===== src/rtl/arc_pkg.sv =====
package arc_pkg;
  typedef enum logic [2:0] {
    ST_MONITOR,
    ST_LOCATE,
    ST_RECONF,
    ST_RESTART,
    ST_FAILED
  } arc_state_e;
endpackage


===== src/rtl/arc_stall_timer.sv =====
module arc_stall_timer #(
  parameter int TO_W = 8
) (
  input  logic            clk,
  input  logic            rst_n,
  input  logic            hold_clear,
  input  logic            activity,
  input  logic [TO_W-1:0] limit,
  output logic            expired
);
  logic [TO_W-1:0] idle_cnt;

  always_ff @(posedge clk or negedge rst_n) begin
    if (!rst_n)                      idle_cnt <= '0;
    else if (hold_clear || activity) idle_cnt <= '0;
    else if (idle_cnt != '1)         idle_cnt <= idle_cnt + 1'b1;
  end

  assign expired = !hold_clear && !activity &&
                   (({1'b0, idle_cnt} + (TO_W+1)'(1)) >= {1'b0, limit});

  AST_ACTIVITY_CLEARS: assert property (@(posedge clk) disable iff (!rst_n)
    activity |=> (idle_cnt == '0));
endmodule


===== src/rtl/arc_culprit_finder.sv =====
module arc_culprit_finder #(
  parameter int PHYS  = 6,
  parameter int IDX_W = 3
) (
  input  logic [PHYS-1:0]  active,
  input  logic [PHYS-1:0]  flt,
  input  logic [PHYS-1:0]  in_vld,
  input  logic [PHYS-1:0]  in_ack,
  output logic             found,
  output logic [IDX_W-1:0] idx
);
  logic [PHYS-1:0]  flt_m, pend_m;
  logic             f_hit, p_hit;
  logic [IDX_W-1:0] f_idx, p_idx;

  genvar g;
  generate
    for (g = 0; g < PHYS; g++) begin : g_mask
      assign flt_m[g]  = active[g] & flt[g];
      assign pend_m[g] = active[g] & in_vld[g] & ~in_ack[g];
    end
  endgenerate

  always_comb begin
    f_hit = 1'b0; f_idx = '0;
    p_hit = 1'b0; p_idx = '0;
    for (int i = PHYS-1; i >= 0; i--) begin
      if (flt_m[i])  begin f_hit = 1'b1; f_idx = IDX_W'(i); end
      if (pend_m[i]) begin p_hit = 1'b1; p_idx = IDX_W'(i); end
    end
  end

  assign found = f_hit | p_hit;
  assign idx   = f_hit ? f_idx : p_idx;

  AST_FAULT_FIRST: assert final (!(|flt_m) || (found && flt_m[idx]));
endmodule


===== src/rtl/arc_lane_mapper.sv =====
module arc_lane_mapper #(
  parameter int LANES = 4,
  parameter int PHYS  = 6
) (
  input  logic [PHYS-1:0] retired,
  output logic [PHYS-1:0] active
);
  localparam int CW = $clog2(PHYS+1);
  localparam logic [CW-1:0] LANES_C = CW'(LANES);

  logic [CW-1:0] taken;

  always_comb begin
    taken  = '0;
    active = '0;
    for (int p = 0; p < PHYS; p++) begin
      if (!retired[p]) begin
        active[p] = (taken < LANES_C);
        taken     = taken + 1'b1;
      end
    end
  end
endmodule


===== src/rtl/array_repair_ctrl.sv =====
module array_repair_ctrl
  import arc_pkg::*;
#(
  parameter int LANES  = 4,
  parameter int SPARES = 2,
  parameter int TO_W   = 8
) (
  input  logic                    clk,
  input  logic                    rst_n,
  input  logic [TO_W-1:0]         stall_limit,
  input  logic [LANES+SPARES-1:0] hs_act,
  input  logic [LANES+SPARES-1:0] flt,
  input  logic [LANES+SPARES-1:0] in_vld,
  input  logic [LANES+SPARES-1:0] in_ack,
  output logic [LANES+SPARES-1:0] stage_active,
  output logic                    req_restart,
  output logic                    array_dead
);
  localparam int PHYS  = LANES + SPARES;
  localparam int IDX_W = (PHYS > 1) ? $clog2(PHYS) : 1;
  localparam int UW    = $clog2(SPARES+1);
  localparam logic [UW-1:0] SPARES_C = UW'(SPARES);

  arc_state_e       state, state_nx;
  logic [PHYS-1:0]  retired;
  logic [UW-1:0]    used;
  logic [IDX_W-1:0] culprit_q, cand_idx;
  logic             cand_found, expired;

  arc_stall_timer #(.TO_W(TO_W)) u_timer (
    .clk(clk), .rst_n(rst_n),
    .hold_clear(state != ST_MONITOR),
    .activity(|(hs_act & stage_active)),
    .limit(stall_limit),
    .expired(expired)
  );

  arc_culprit_finder #(.PHYS(PHYS), .IDX_W(IDX_W)) u_find (
    .active(stage_active), .flt(flt), .in_vld(in_vld), .in_ack(in_ack),
    .found(cand_found), .idx(cand_idx)
  );

  arc_lane_mapper #(.LANES(LANES), .PHYS(PHYS)) u_map (
    .retired(retired), .active(stage_active)
  );

  always_comb begin
    state_nx = state;
    case (state)
      ST_MONITOR: if (expired) state_nx = ST_LOCATE;
      ST_LOCATE: begin
        if (!cand_found)            state_nx = ST_RESTART;
        else if (used == SPARES_C)  state_nx = ST_FAILED;
        else                        state_nx = ST_RECONF;
      end
      ST_RECONF:  state_nx = ST_RESTART;
      ST_RESTART: state_nx = ST_MONITOR;
      ST_FAILED:  state_nx = ST_FAILED;
      default:    state_nx = ST_MONITOR;
    endcase
  end

  always_ff @(posedge clk or negedge rst_n) begin
    if (!rst_n) begin
      state     <= ST_MONITOR;
      retired   <= '0;
      used      <= '0;
      culprit_q <= '0;
    end else begin
      state <= state_nx;
      if (state == ST_LOCATE) culprit_q <= cand_idx;
      if (state == ST_RECONF) begin
        retired[culprit_q] <= 1'b1;
        used               <= used + 1'b1;
      end
    end
  end

  assign req_restart = (state == ST_RESTART);
  assign array_dead  = (state == ST_FAILED);

  AST_EN_ONLY_IN_RECONF: assert property (@(posedge clk) disable iff (!rst_n)
    (state != ST_RECONF) |=> $stable(stage_active));
  AST_LANE_COUNT: assert property (@(posedge clk) disable iff (!rst_n)
    $countones(stage_active) == LANES);
  AST_RETIRE_BOUND: assert property (@(posedge clk) disable iff (!rst_n)
    $countones(retired) <= SPARES);
  AST_DEAD_STICKY: assert property (@(posedge clk) disable iff (!rst_n)
    array_dead |=> (array_dead && !req_restart));
  AST_RESTART_PULSE: assert property (@(posedge clk) disable iff (!rst_n)
    req_restart |=> !req_restart);
  AST_PROGRESS_QUIET: assert property (@(posedge clk) disable iff (!rst_n)
    (state == ST_MONITOR && |(hs_act & stage_active)) |=> (state == ST_MONITOR));
endmodule


===== config.mk =====
export PLATFORM = sky130hd
export DESIGN_NAME = array_repair_ctrl
export DESIGN_NICKNAME = d
export VERILOG_FILES = /design/src/rtl/arc_pkg.sv /design/src/rtl/arc_stall_timer.sv /design/src/rtl/arc_culprit_finder.sv /design/src/rtl/arc_lane_mapper.sv /design/src/rtl/array_repair_ctrl.sv
export SDC_FILE = /design/constraint.sdc
export NUM_CORES = 1
export LEC_CHECK = 0
export ABC_AREA = 1
export ABC_CLOCK_PERIOD_IN_PS = 2700
export BUFFER_PORTS_ARGS = -buffer_cell sky130_fd_sc_hd__buf_4
export CAP_MARGIN = 20
export CORE_MARGIN = 10
export CORE_UTILIZATION = 45
export CTS_CLUSTER_SIZE = 12
export DETAILED_ROUTE_END_ITERATION = 12
export PLACE_DENSITY_LB_ADDON = 0.2
export SLEW_MARGIN = 20
export SYNTH_ARGS = -nofsm -noshare
export SYNTH_HDL_FRONTEND = slang
export SYNTH_SLANG_ARGS = --single-unit
export TNS_END_PERCENT = 100

===== constraint.sdc =====
create_clock -name clk -period 2.7 [get_ports clk]
set_input_delay 0.54 -clock clk [delete_from_list [all_inputs] [get_ports clk]]
set_output_delay 0.54 -clock clk [all_outputs]
set_load 0.1 [all_outputs]

==> results of run 1 <==
through the flow:
step / TNS (ps) / total power (W) / area [um^2] / utilization
after detailed placement: 0 / 0.00177 / 2010 / 0.596
after global placement: 0 / 0.00174 / 2010 / 0.596
after CTS: -110 / 0.00221 / 2170 / 0.644
after floorplan: -8200 / 0.00146 / 1620 / -
after global routing: -913 / 0.00246 / 2200 / 0.654
final: -267 / 0.00230 / 2200 / 0.654
worst min path at each step:
stage	endpoint	slack, ps	cells past startpoint
6_report	retired[5]$_DFFE_PN0N_	90	1
5_1_grt	retired[1]$_DFFE_PN0N_	90	1
4_1_cts	culprit_q[1]$_DFFE_PN0P_	100	1
3_5_place_dp	state[0]$_DFFE_PN0P_	440	1
3_3_place_gp	state[0]$_DFFE_PN0P_	430	1
2_1_floorplan	culprit_q[0]$_DFFE_PN0P_	240	0
critical path, cell delays in order (launching register included):
cell	delay, ps
dfrtp_1	410
clkinvlp_4	130
ha_4	260
inv_2	60
nand2_2	60
buf_4	140
buf_4	130
buf_4	130
buf_4	120
nand3_2	60
o21ai_2	70
nand3_2	90
nand2_2	70
nor2_4	120
buf_12	180
state kept, by name (all words and copies together), names as in the netlist:
signal / flops
u_timer.idle_cnt: 8
retired: 6
culprit_q: 3
state: 3
used: 2
cell families (layout without fill, tap and decap cells):
group,after synthesis,in the layout,share of synthesized area
xor+xnor,7,7,0.0386
compound gates,30,30,0.126
fa+ha+maj,13,13,0.102
simple gates,100,100,0.294
flops,22,22,0.347
buf+inv,39,98,0.0922
what timing repair did:
item,CTS,global route
resized for setup,16,7
hold endpoints to repair,0,0
setup buffers,10,1
gates cloned,0,0
hold buffers,0,0
pin swaps,8,3
endpoints found under the setup margin,2,7
cells in the mapped netlist (all sizes together):
cell     n  area (um^2)
a22oi    1         7.51
o41ai    5         43.8
nand2   54          220
nand3b   7         52.6
nand3   14         80.1
a21oi   13         72.6
inv     39          146
dfrtp   22          551
o211ai   1         7.51
nand4    2         12.5
o22ai    1         6.26
xor2     7         61.3
o21bai   2         18.8
o21ai    6         37.5
a31oi    1         6.26
ha      13          163
nor2    18         75.1
nor3     4         20.0
and3     1         6.26
per-layer routing:
metal	part of all wire	routed length, um
met5	0	0
met4	0.015	63
met3	0.069	294
met1	0.44	1870
met2	0.47	2000
area by class of cell:
type / count / area share
Sequential cell: 22 / 0.250
Inverter: 39 / 0.0711
Tap cell: 46 / 0.0262
Multi-Input combinational cell: 150 / 0.435
Clock buffer: 4 / 0.0165
Timing Repair Buffer: 55 / 0.201
report_power, final:
part	internal (W)	switching (W)	leakage, nW	total (W)
registers	0.000429	0.000115	0.272	0.000544
logic	0.000586	0.000984	0.885	0.00157
clock network	0.0000825	0.000103	0.0210	0.000185
cell usage in the layout (no fill, tap or decap), types with 10 or more instances in the layout:
cell,synthesis,layout
a21oi_1,11,11
buf_4,0,52
dfrtp_1,22,22
ha_1,13,11
inv_1,37,30
nand2_1,49,45
nand3_1,12,10
nor2_1,17,15
==> flow_summary.toml, run 1 <==
[setup_path]
endpoint = "stage_active[5]"
reg2reg_from = "retired[1]$_DFFE_PN0N_"
arrival_ps = 2360
crit_path_end_kind = "primary output"
worstPathRequired_ps = 2160
rr_endpoint = "state[1]$_DFFE_PN0P_"
rr_worst_depth = 22
worstSetupStartpoint = "retired[0]$_DFFE_PN0N_"
startpoint_type = "register"
cp_max_fo = 3
crit_type = "register to primary output"
r2r_setup_slack_ps = 20

[routing]
drtAntennaViolNets = 0
route.vias.total = 1595
drt_iter0_drc = 112
drt_first_pass_iters = 4
wl_per_cell_um = 13.4
postRouteWirelength_mm = 4.23
route.detailed.drc = 0
vias_per_cell = 5.05

[global_route]
grt.met2_usage = 0.236
grt_pass1_wl_mm = 7.28
globalRoute.totalOverflow = 0
grt_antenna_before_repair = 0
grt_use_total = 0.140
grt_pass1_vias = 1645
top_usage_layer = "met2"
met1_usage = 0.167
met3_usage = 0.0394
grt_max_degree = 23

[cells_and_area]
antennaDiodeCount = 0
multiInputGateArea_um2 = 958
areaGrowthSynthToFinish_pct = 38.6
nNetsFinal = 318
final_layout_size_suffix_gt1_frac = 0.337
final_cells = 316
fill_cells = 320
register_area_um2 = 551

[clock_network]
clock-root-buffer = "clkbuf_4"
cts.path.max_buffers = 2
cts_tree = "built"
clk_latency_ps = 320
htree_levels = 1
cts.clk_slew.worst_paths_ps = 130
cts.sinks = 22
cts-buffers-inserted = 3

[placed_design]
pre_cts_slack_ps = 59.6
dpl.hpwl_mm = 3.18
gp_congestion = 0.847
place_inst = 301
port-buffer-count = 41

[timing]
timing.final.crit_period_ps = 2900
slew_viol_final = 0
post-route-period-util = 1.07
maxClockFrequency_ghz = 0.345
finClkSkew_ps = 17.0
final-hold-violation-count = 0
setup_slack_ps = -201
relSlewSlack = 0.653
rsz0062_at_grt = "true"
worst_pin_slew_ps = 517
fin_hold_ws_ps = 89.5
setup_viol = 2

[run_status]
status = "finished, violations left"
violations = "setup timing"

[synthesis]
yosys_warnings = 0
ys_seq_elements = 22
ys_types = 28
synth_area_per_cell_um2 = 7.52
synthCells = 211
ys_seq_area_frac = 0.347
syn_nets = 258
syn_area_um2 = 1590

[floorplanning]
die_area_um2 = 6300
rows = 21
ios = 42
dieWidth_um = 79.4
die_y_um = 79.4
initial_utilization = 0.472
fp.coreArea_um2 = 3360

[run]
cap_violations = 0

[worst_hold_path]
worstHoldPathType = "input port to asynchronous set/reset pin"

[power_and_ir_drop]
peakVddDrop_uv = 842
powerDensity_nw_per_um2 = 1040
leakagePower_nw = 1.18
(Power assumes the default switching activity.)
==> run 2, diff against run 1 <==
--- a/config.mk
+++ b/config.mk
@@ -17,5 +17,6 @@
 export SLEW_MARGIN = 20
 export SYNTH_ARGS = -nofsm -noshare
 export SYNTH_HDL_FRONTEND = slang
+export SYNTH_HIERARCHICAL = 1
 export SYNTH_SLANG_ARGS = --single-unit
 export TNS_END_PERCENT = 100
==> run 2 against run 1 <==
Clock power increased by 64%. The flow still finishes with violations (setup timing). Critical path type unchanged. Largest power group unchanged. Cell area increased by 9.1%. Via count increased by 4.9%. Critical path depth unchanged. Register-to-register slack improved by 30 ps. Global-route usage decreased by 2.0 points.
==> flow_summary.toml, run 2 <==
[timing]
relSlewSlack = 0.791
post-route-period-util = 1.01
rsz0062_at_grt = "true"
maxClockFrequency_ghz = 0.367
slew_viol_final = 0
final-hold-violation-count = 0
setup_slack_ps = -26.1
finClkSkew_ps = 5.31
worst_pin_slew_ps = 313
setup_viol = 1
timing.final.crit_period_ps = 2730

[synthesis]
synth.area.top_cells = "dfrtp_1 (31%), nand2_1 (19%), inv_1 (9.8%), ha_1 (9.2%), nand3_1 (5.9%)"
synthCells = 257
synth.largest_area_cell = "dfrtp_1"
yosys_warnings = 6
async_reset_ff_frac = 1.00
syn_nets = 304
ys_seq_area_frac = 0.311
ys_types = 26
post-synth-top-count-cell = "nand2_1"
ys_seq_elements = 22
synth_flop_cell = "dfrtp_1"
syn_area_um2 = 1770
synth_commonest_cells = "nand2_1 (91), inv_1 (46), dfrtp_1 (22), nand3_1 (21), ha_1 (13)"
synth_area_per_cell_um2 = 6.88
synth_edf_count = 0
yosysTopAreaCellShare = 0.311

[cells_and_area]
nNetsFinal = 357
final_common_cell = "nand2_1"
areaGrowthSynthToFinish_pct = 35.7
largest_reg_flops = 8
reg.largest.list = "u_timer/idle_cnt: 8 flops, retired: 6 flops"
final_layout_size_suffix_gt1_frac = 0.343
antennaDiodeCount = 0
final_cell_mix = "nand2_1 (84), buf_4 (45), inv_1 (41)"
final_util = 0.641
largest_register = "u_timer/idle_cnt"
final_cells = 357

[routing]
postRouteWirelength_mm = 4.10
vias_per_cell = 4.69
route.detailed.drc = 0
route.vias.total = 1673
wl_per_cell_um = 11.5
drt_iter0_drc = 64
drt_first_pass_iters = 4
drtAntennaViolNets = 0

[setup_path]
worstPathRequired_ps = 2160
rr_worst_depth = 24
reg2reg_from = "retired[1]$_DFFE_PN0N_"
cp_max_fo = 4
endpoint = "stage_active[5]"
arrival_ps = 2190
rr_endpoint = "state[0]$_DFFE_PN0P_"
crit_path_end_kind = "primary output"
r2r_setup_slack_ps = 50
worstSetupStartpoint = "retired[1]$_DFFE_PN0N_"
startpoint_type = "register"
crit_type = "register to primary output"

[run_status]
status = "finished, violations left"
violations = "setup timing"

[floorplanning]
fp.coreArea_um2 = 3740
die_y_um = 82.7
rows = 22
dieWidth_um = 82.7
ios = 42
die_area_um2 = 6840
initial_utilization = 0.473

[placed_design]
pre_cts_slack_ps = 63.0
port-buffer-count = 41
place_inst = 348
gp_congestion = 0.848
dpl.hpwl_mm = 3.35

[power_and_ir_drop]
peakVddDrop_uv = 463
powerDensity_nw_per_um2 = 1090
leakagePower_nw = 1.34

[clock_network]
cts.clk_slew.worst_paths_ps = 80
cts_tree = "built"
cts.path.max_buffers = 2
htree_levels = 1
clk_latency_ps = 260
cts-buffers-inserted = 3
clock-root-buffer = "clkbuf_8"
cts.sinks = 22

[global_route]
grt_max_degree = 23
globalRoute.totalOverflow = 0
grt_pass1_wl_mm = 6.78
grt_pass1_vias = 1601
grt_use_total = 0.121
grt_antenna_before_repair = 0

[worst_hold_path]
worstHoldPathType = "input port to asynchronous set/reset pin"

[run]
cap_violations = 0
-- run 2: cells by family after synthesis --
kind of cell,count (synthesis),synth area share
buf+inv,51,0.116
xor+xnor,5,0.0290
simple gates,148,0.388
flops,22,0.311
fa+ha+maj,13,0.0919
compound gates,18,0.0644
-- run 2: worst min path at each step --
stage | from | endpoint
finish | rst_n | culprit_q[0]$_DFFE_PN0N_
global route | rst_n | culprit_q[0]$_DFFE_PN0N_
CTS | rst_n | culprit_q[0]$_DFFE_PN0N_
detailed placement | rst_n | culprit_q[0]$_DFFE_PN0N_
global placement | rst_n | culprit_q[0]$_DFFE_PN0N_
floorplan | rst_n | culprit_q[0]$_DFFE_PN0N_
-- run 2: repair_timing --
| action | 4_1_cts | 5_1_grt |
|---|---|---|
| setup endpoints to repair | 2 | 15 |
| gates resized for setup | 5 | 16 |
| pin swaps | 2 | 4 |
| hold buffers | 0 | 0 |
| gates cloned | 0 | 0 |
| buffers inserted | 4 | 1 |
-- run 2: per-layer routing --
metal	vias up	GRT usage	wire length, um
met5	-	0	0
met4	0	0.0368	70
met3	8	0.0270	353
met2	43	0.210	1890
met1	731	0.144	1790
li1	891	-	-
-- run 2: where the power goes --
part | internal, W | switching (W)
sequential | 0.000435 | 0.000130
combinational | 0.000602 | 0.00114
clock | 0.000198 | 0.000106
total | 0.00123 | 0.00137
-- run 2: layout make-up --
| cell class | instances | area [um^2] |
|---|---|---|
| fill | 344 | 1340 |
| clock buffer | 3 | 41.3 |
| clock inverter | 1 | 30.0 |
| tap | 48 | 60.1 |
| multi-input combinational | 184 | 1110 |
| timing repair buffer | 48 | 389 |
| sequential | 22 | 551 |
| inverter | 51 | 218 |
-- run 2: stage by stage --
step | TNS [ps] | hold WS (ps) | power, W | area (um^2)
6_report | -26.1 | 149 | 0.00261 | 2400
5_1_grt | -1260 | 163 | 0.00281 | 2400
4_1_cts | -43.5 | 156 | 0.00257 | 2340
3_5_place_dp | 0 | 446 | 0.00215 | 2220
3_3_place_gp | 0 | 445 | 0.00213 | 2220
2_1_floorplan | -11010 | 244 | 0.00181 | 1840
-- run 2: critical path: stages, from the launching register on --
cell        delay, ps
dfrtp_1           400
clkinvlp_4        130
ha_4              270
inv_2              50
nand2_1            50
nand2_2            80
inv_2              50
ha_4              250
nand2_2            40
a21oi_2           100
nand2_1            80
nand2_1            70
nand2_2            70
nor2_4            110
buf_12            180
==> run 3, diff against run 2 <==
--- a/config.mk
+++ b/config.mk
@@ -5,7 +5,6 @@
 export SDC_FILE = /design/constraint.sdc
 export NUM_CORES = 1
 export LEC_CHECK = 0
-export ABC_AREA = 1
 export ABC_CLOCK_PERIOD_IN_PS = 2700
 export BUFFER_PORTS_ARGS = -buffer_cell sky130_fd_sc_hd__buf_4
 export CAP_MARGIN = 20
==> run 3 against run 2 <==
First-iteration DRC count decreased by 13%. Hold slack improved by 8.4 ps. Register-to-register slack got worse by 340 ps. Sequential cell count unchanged. Utilization increased by 1.3 points. Sequential power increased by 3%. Critical endpoint unchanged. Clock skew decreased by 2.1 ps. The flow still finishes with violations (setup timing). Critical path depth decreased by 5. Total power increased by 4.2%. Highest routed layer unchanged. Final cell count decreased by 20%. Routed wire length increased by 2.4%. Sequential share of layout area increased by 0.40 points. Critical path type unchanged.
==> flow_summary.toml, run 3 <==
[cells_and_area]
multiInputGateArea_um2 = 1140
nNetsFinal = 286
largest_register = "u_timer/idle_cnt"
largest_reg_flops = 8
areaGrowthSynthToFinish_pct = 42.2
fill_cells = 309
antennaDiodeCount = 0
final_cell_mix = "buf_4 (55), dfrtp_1 (22), nor2_1 (14), nand2_1 (14), inv_1 (13)"
reg.largest.list = "u_timer/idle_cnt: 8 flops, retired: 6 flops"
register_area_um2 = 551
final_util = 0.654
final_layout_size_suffix_gt1_frac = 0.437
final_common_cell = "buf_4"

[floorplanning]
initial_utilization = 0.460
fp.coreArea_um2 = 3610
die_y_um = 80.7
rows = 22
ios = 42
dieWidth_um = 80.7
die_area_um2 = 6520

[synthesis]
synth_compound_gate_area_share = 0.182
synth_commonest_cells = "dfrtp_1 (22), nor2_1 (20), inv_1 (15), nand2_1 (14), ha_1 (13)"
synth_xor_area_frac = 0.0528
synth_area_per_cell_um2 = 9.37
ys_types = 50
async_reset_ff_frac = 1.00
synth.largest_area_cell = "dfrtp_1"
synthSimpleGateAreaFrac = 0.253
synth.area.top_cells = "dfrtp_1 (33%), ha_1 (9.8%), nor2_1 (4.5%), inv_1 (3.4%), nand2_1 (3.2%)"
synth_edf_count = 0
yosys_warnings = 6
synthAdderAreaFrac = 0.0980
ys_seq_elements = 22
post-synth-top-count-cell = "dfrtp_1"
synthCells = 177
synth_flop_cell = "dfrtp_1"
synth_top_family_by_area = "simple AND/OR/NAND/NOR gates"
ys_seq_area_frac = 0.332
yosysTopAreaCellShare = 0.332
synth.area.mux_share = 0.0332
syn_area_um2 = 1660
syn_nets = 224

[global_route]
grt_pass1_vias = 1606
globalRoute.totalOverflow = 0
met1_usage = 0.131
grt_use_total = 0.127
grt_pass1_wl_mm = 6.89
grt.met2_usage = 0.250
grt_max_degree = 23
top_usage_layer = "met2"
grt_antenna_before_repair = 0
met3_usage = 0.0290

[clock_network]
clock-root-buffer = "clkbuf_8"
htree_levels = 1
cts_tree = "built"
clk_latency_ps = 250
cts.sinks = 22
cts-hold-fix-buffers = 0
cts.clk_slew.worst_paths_ps = 70
cts-buffers-inserted = 3
cts.path.max_buffers = 2

[routing]
route.vias.total = 1492
drt_first_pass_iters = 5
drtAntennaViolNets = 0
postRouteWirelength_mm = 4.20
route.detailed.drc = 0
wl_per_cell_um = 14.7
vias_per_cell = 5.22
drt_iter0_drc = 56

[setup_path]
crit_path_end_kind = "primary output"
startpoint_type = "register"
crit_type = "register to primary output"
worstPathRequired_ps = 2160
cp_max_fo = 3
arrival_ps = 2480

[timing]
slew_viol_final = 0
setup_viol = 7
maxClockFrequency_ghz = 0.331
relSlewSlack = 0.740
timing.final.crit_period_ps = 3020
post-route-period-util = 1.12
worst_pin_slew_ps = 389
rsz0062_at_grt = "true"
finClkSkew_ps = 3.20
setup_slack_ps = -324
final-hold-violation-count = 0

[placed_design]
port-buffer-count = 41
pre_cts_slack_ps = -356
gp_congestion = 0.765
dpl.hpwl_mm = 3.40

[run_status]
status = "finished, violations left"
violations = "setup timing"

[power_and_ir_drop]
powerDensity_nw_per_um2 = 1150
leakagePower_nw = 1.16
peakVddDrop_uv = 695

[worst_hold_path]
worstHoldPathType = "input port to asynchronous set/reset pin"

[run]
cap_violations = 0
==> run 3: cell count changes after synthesis, sizes merged, moves of 3 or more <==
cell / delta
nand2: -86
inv: -35
nand3: -18
a22oi: +6
a31o: +5
and3b: +5
nand3b: +5
xnor2: +5
mux2: +4
a21o: +3
a21oi: +3
nor3b: +3
o21bai: -3
==> run 3: cell families after synthesis <==
kind of cell	Yosys count
fa+ha+maj	13
xor+xnor	10
simple gates	71
flops	22
compound gates	38
mux	5
buf+inv	18
==> run 3: timing repair <==
item,4_1_cts,5_1_grt
endpoints found under the hold margin,0,0
setup endpoints to repair,13,16
setup buffers,1,3
pin swaps,10,8
gates resized for setup,12,14
==> run 3: stage by stage <==
step / setup TNS [ps] / instances / total power [W] / area, um^2 / hold slack (ps)
floorplan: -14160 / 177 / 0.00181 / 1720 / 244
global placement: -949 / 279 / 0.00221 / 2180 / 437
detailed placement: -1740 / 279 / 0.00227 / 2180 / 441
CTS: -1310 / 284 / 0.00264 / 2290 / 161
global route: -2850 / 286 / 0.00289 / 2360 / 170
finish: -1360 / 286 / 0.00272 / 2360 / 157
==> run 3: metal layers <==
| layer | vias up | routed length, um |
|---|---|---|
| li1 | 742 | - |
| met1 | 711 | 1620 |
| met2 | 37 | 2280 |
| met3 | 2 | 285 |
| met4 | 0 | 14 |
| met5 | - | 0 |
==> run 3: path summary, 6_finish.rpt <==
check	depth (start not counted)	from	endpoint	slack (ps)
setup reg to reg	13	retired[1]$_DFFE_PN0N_	state[2]$_DFFE_PN0P_	-290
hold / removal	1	rst_n	u_timer/idle_cnt[1]$_DFFE_PN0P_	160
hold reg to reg	1	used[0]$_DFFE_PN0N_	used[0]$_DFFE_PN0N_	470
min in group clk	1	used[0]$_DFFE_PN0N_	used[0]$_DFFE_PN0N_	470
setup / recovery	9	retired[1]$_DFFE_PN0N_	stage_active[5]	-320
max in group asynchronous	1	rst_n	culprit_q[2]$_DFFE_PN0N_	2320
==> run 3: critical path, stage by stage (launching register included) <==
cell	delay, ps
dfrtp_1	400
clkinvlp_4	130
ha_4	260
xnor2_2	130
ha_1	300
a311o_1	290
a31o_1	250
a21oi_4	180
buf_6	140
buf_12	160
==> run 3: area by class of cell <==
| type | instances | area share |
|---|---|---|
| timing repair buffer | 60 | 0.208 |
| inverter | 15 | 0.0270 |
| tap | 48 | 0.0255 |
| sequential | 22 | 0.233 |
| multi-input combinational | 137 | 0.483 |
| clock buffer | 4 | 0.0233 |
==> run 3: where the power goes <==
part / switching [W] / internal, W
Combinational: 0.00107 / 0.000845
Clock: 0.0000961 / 0.000130
Sequential: 0.000145 / 0.000434
Total: 0.00131 / 0.00141
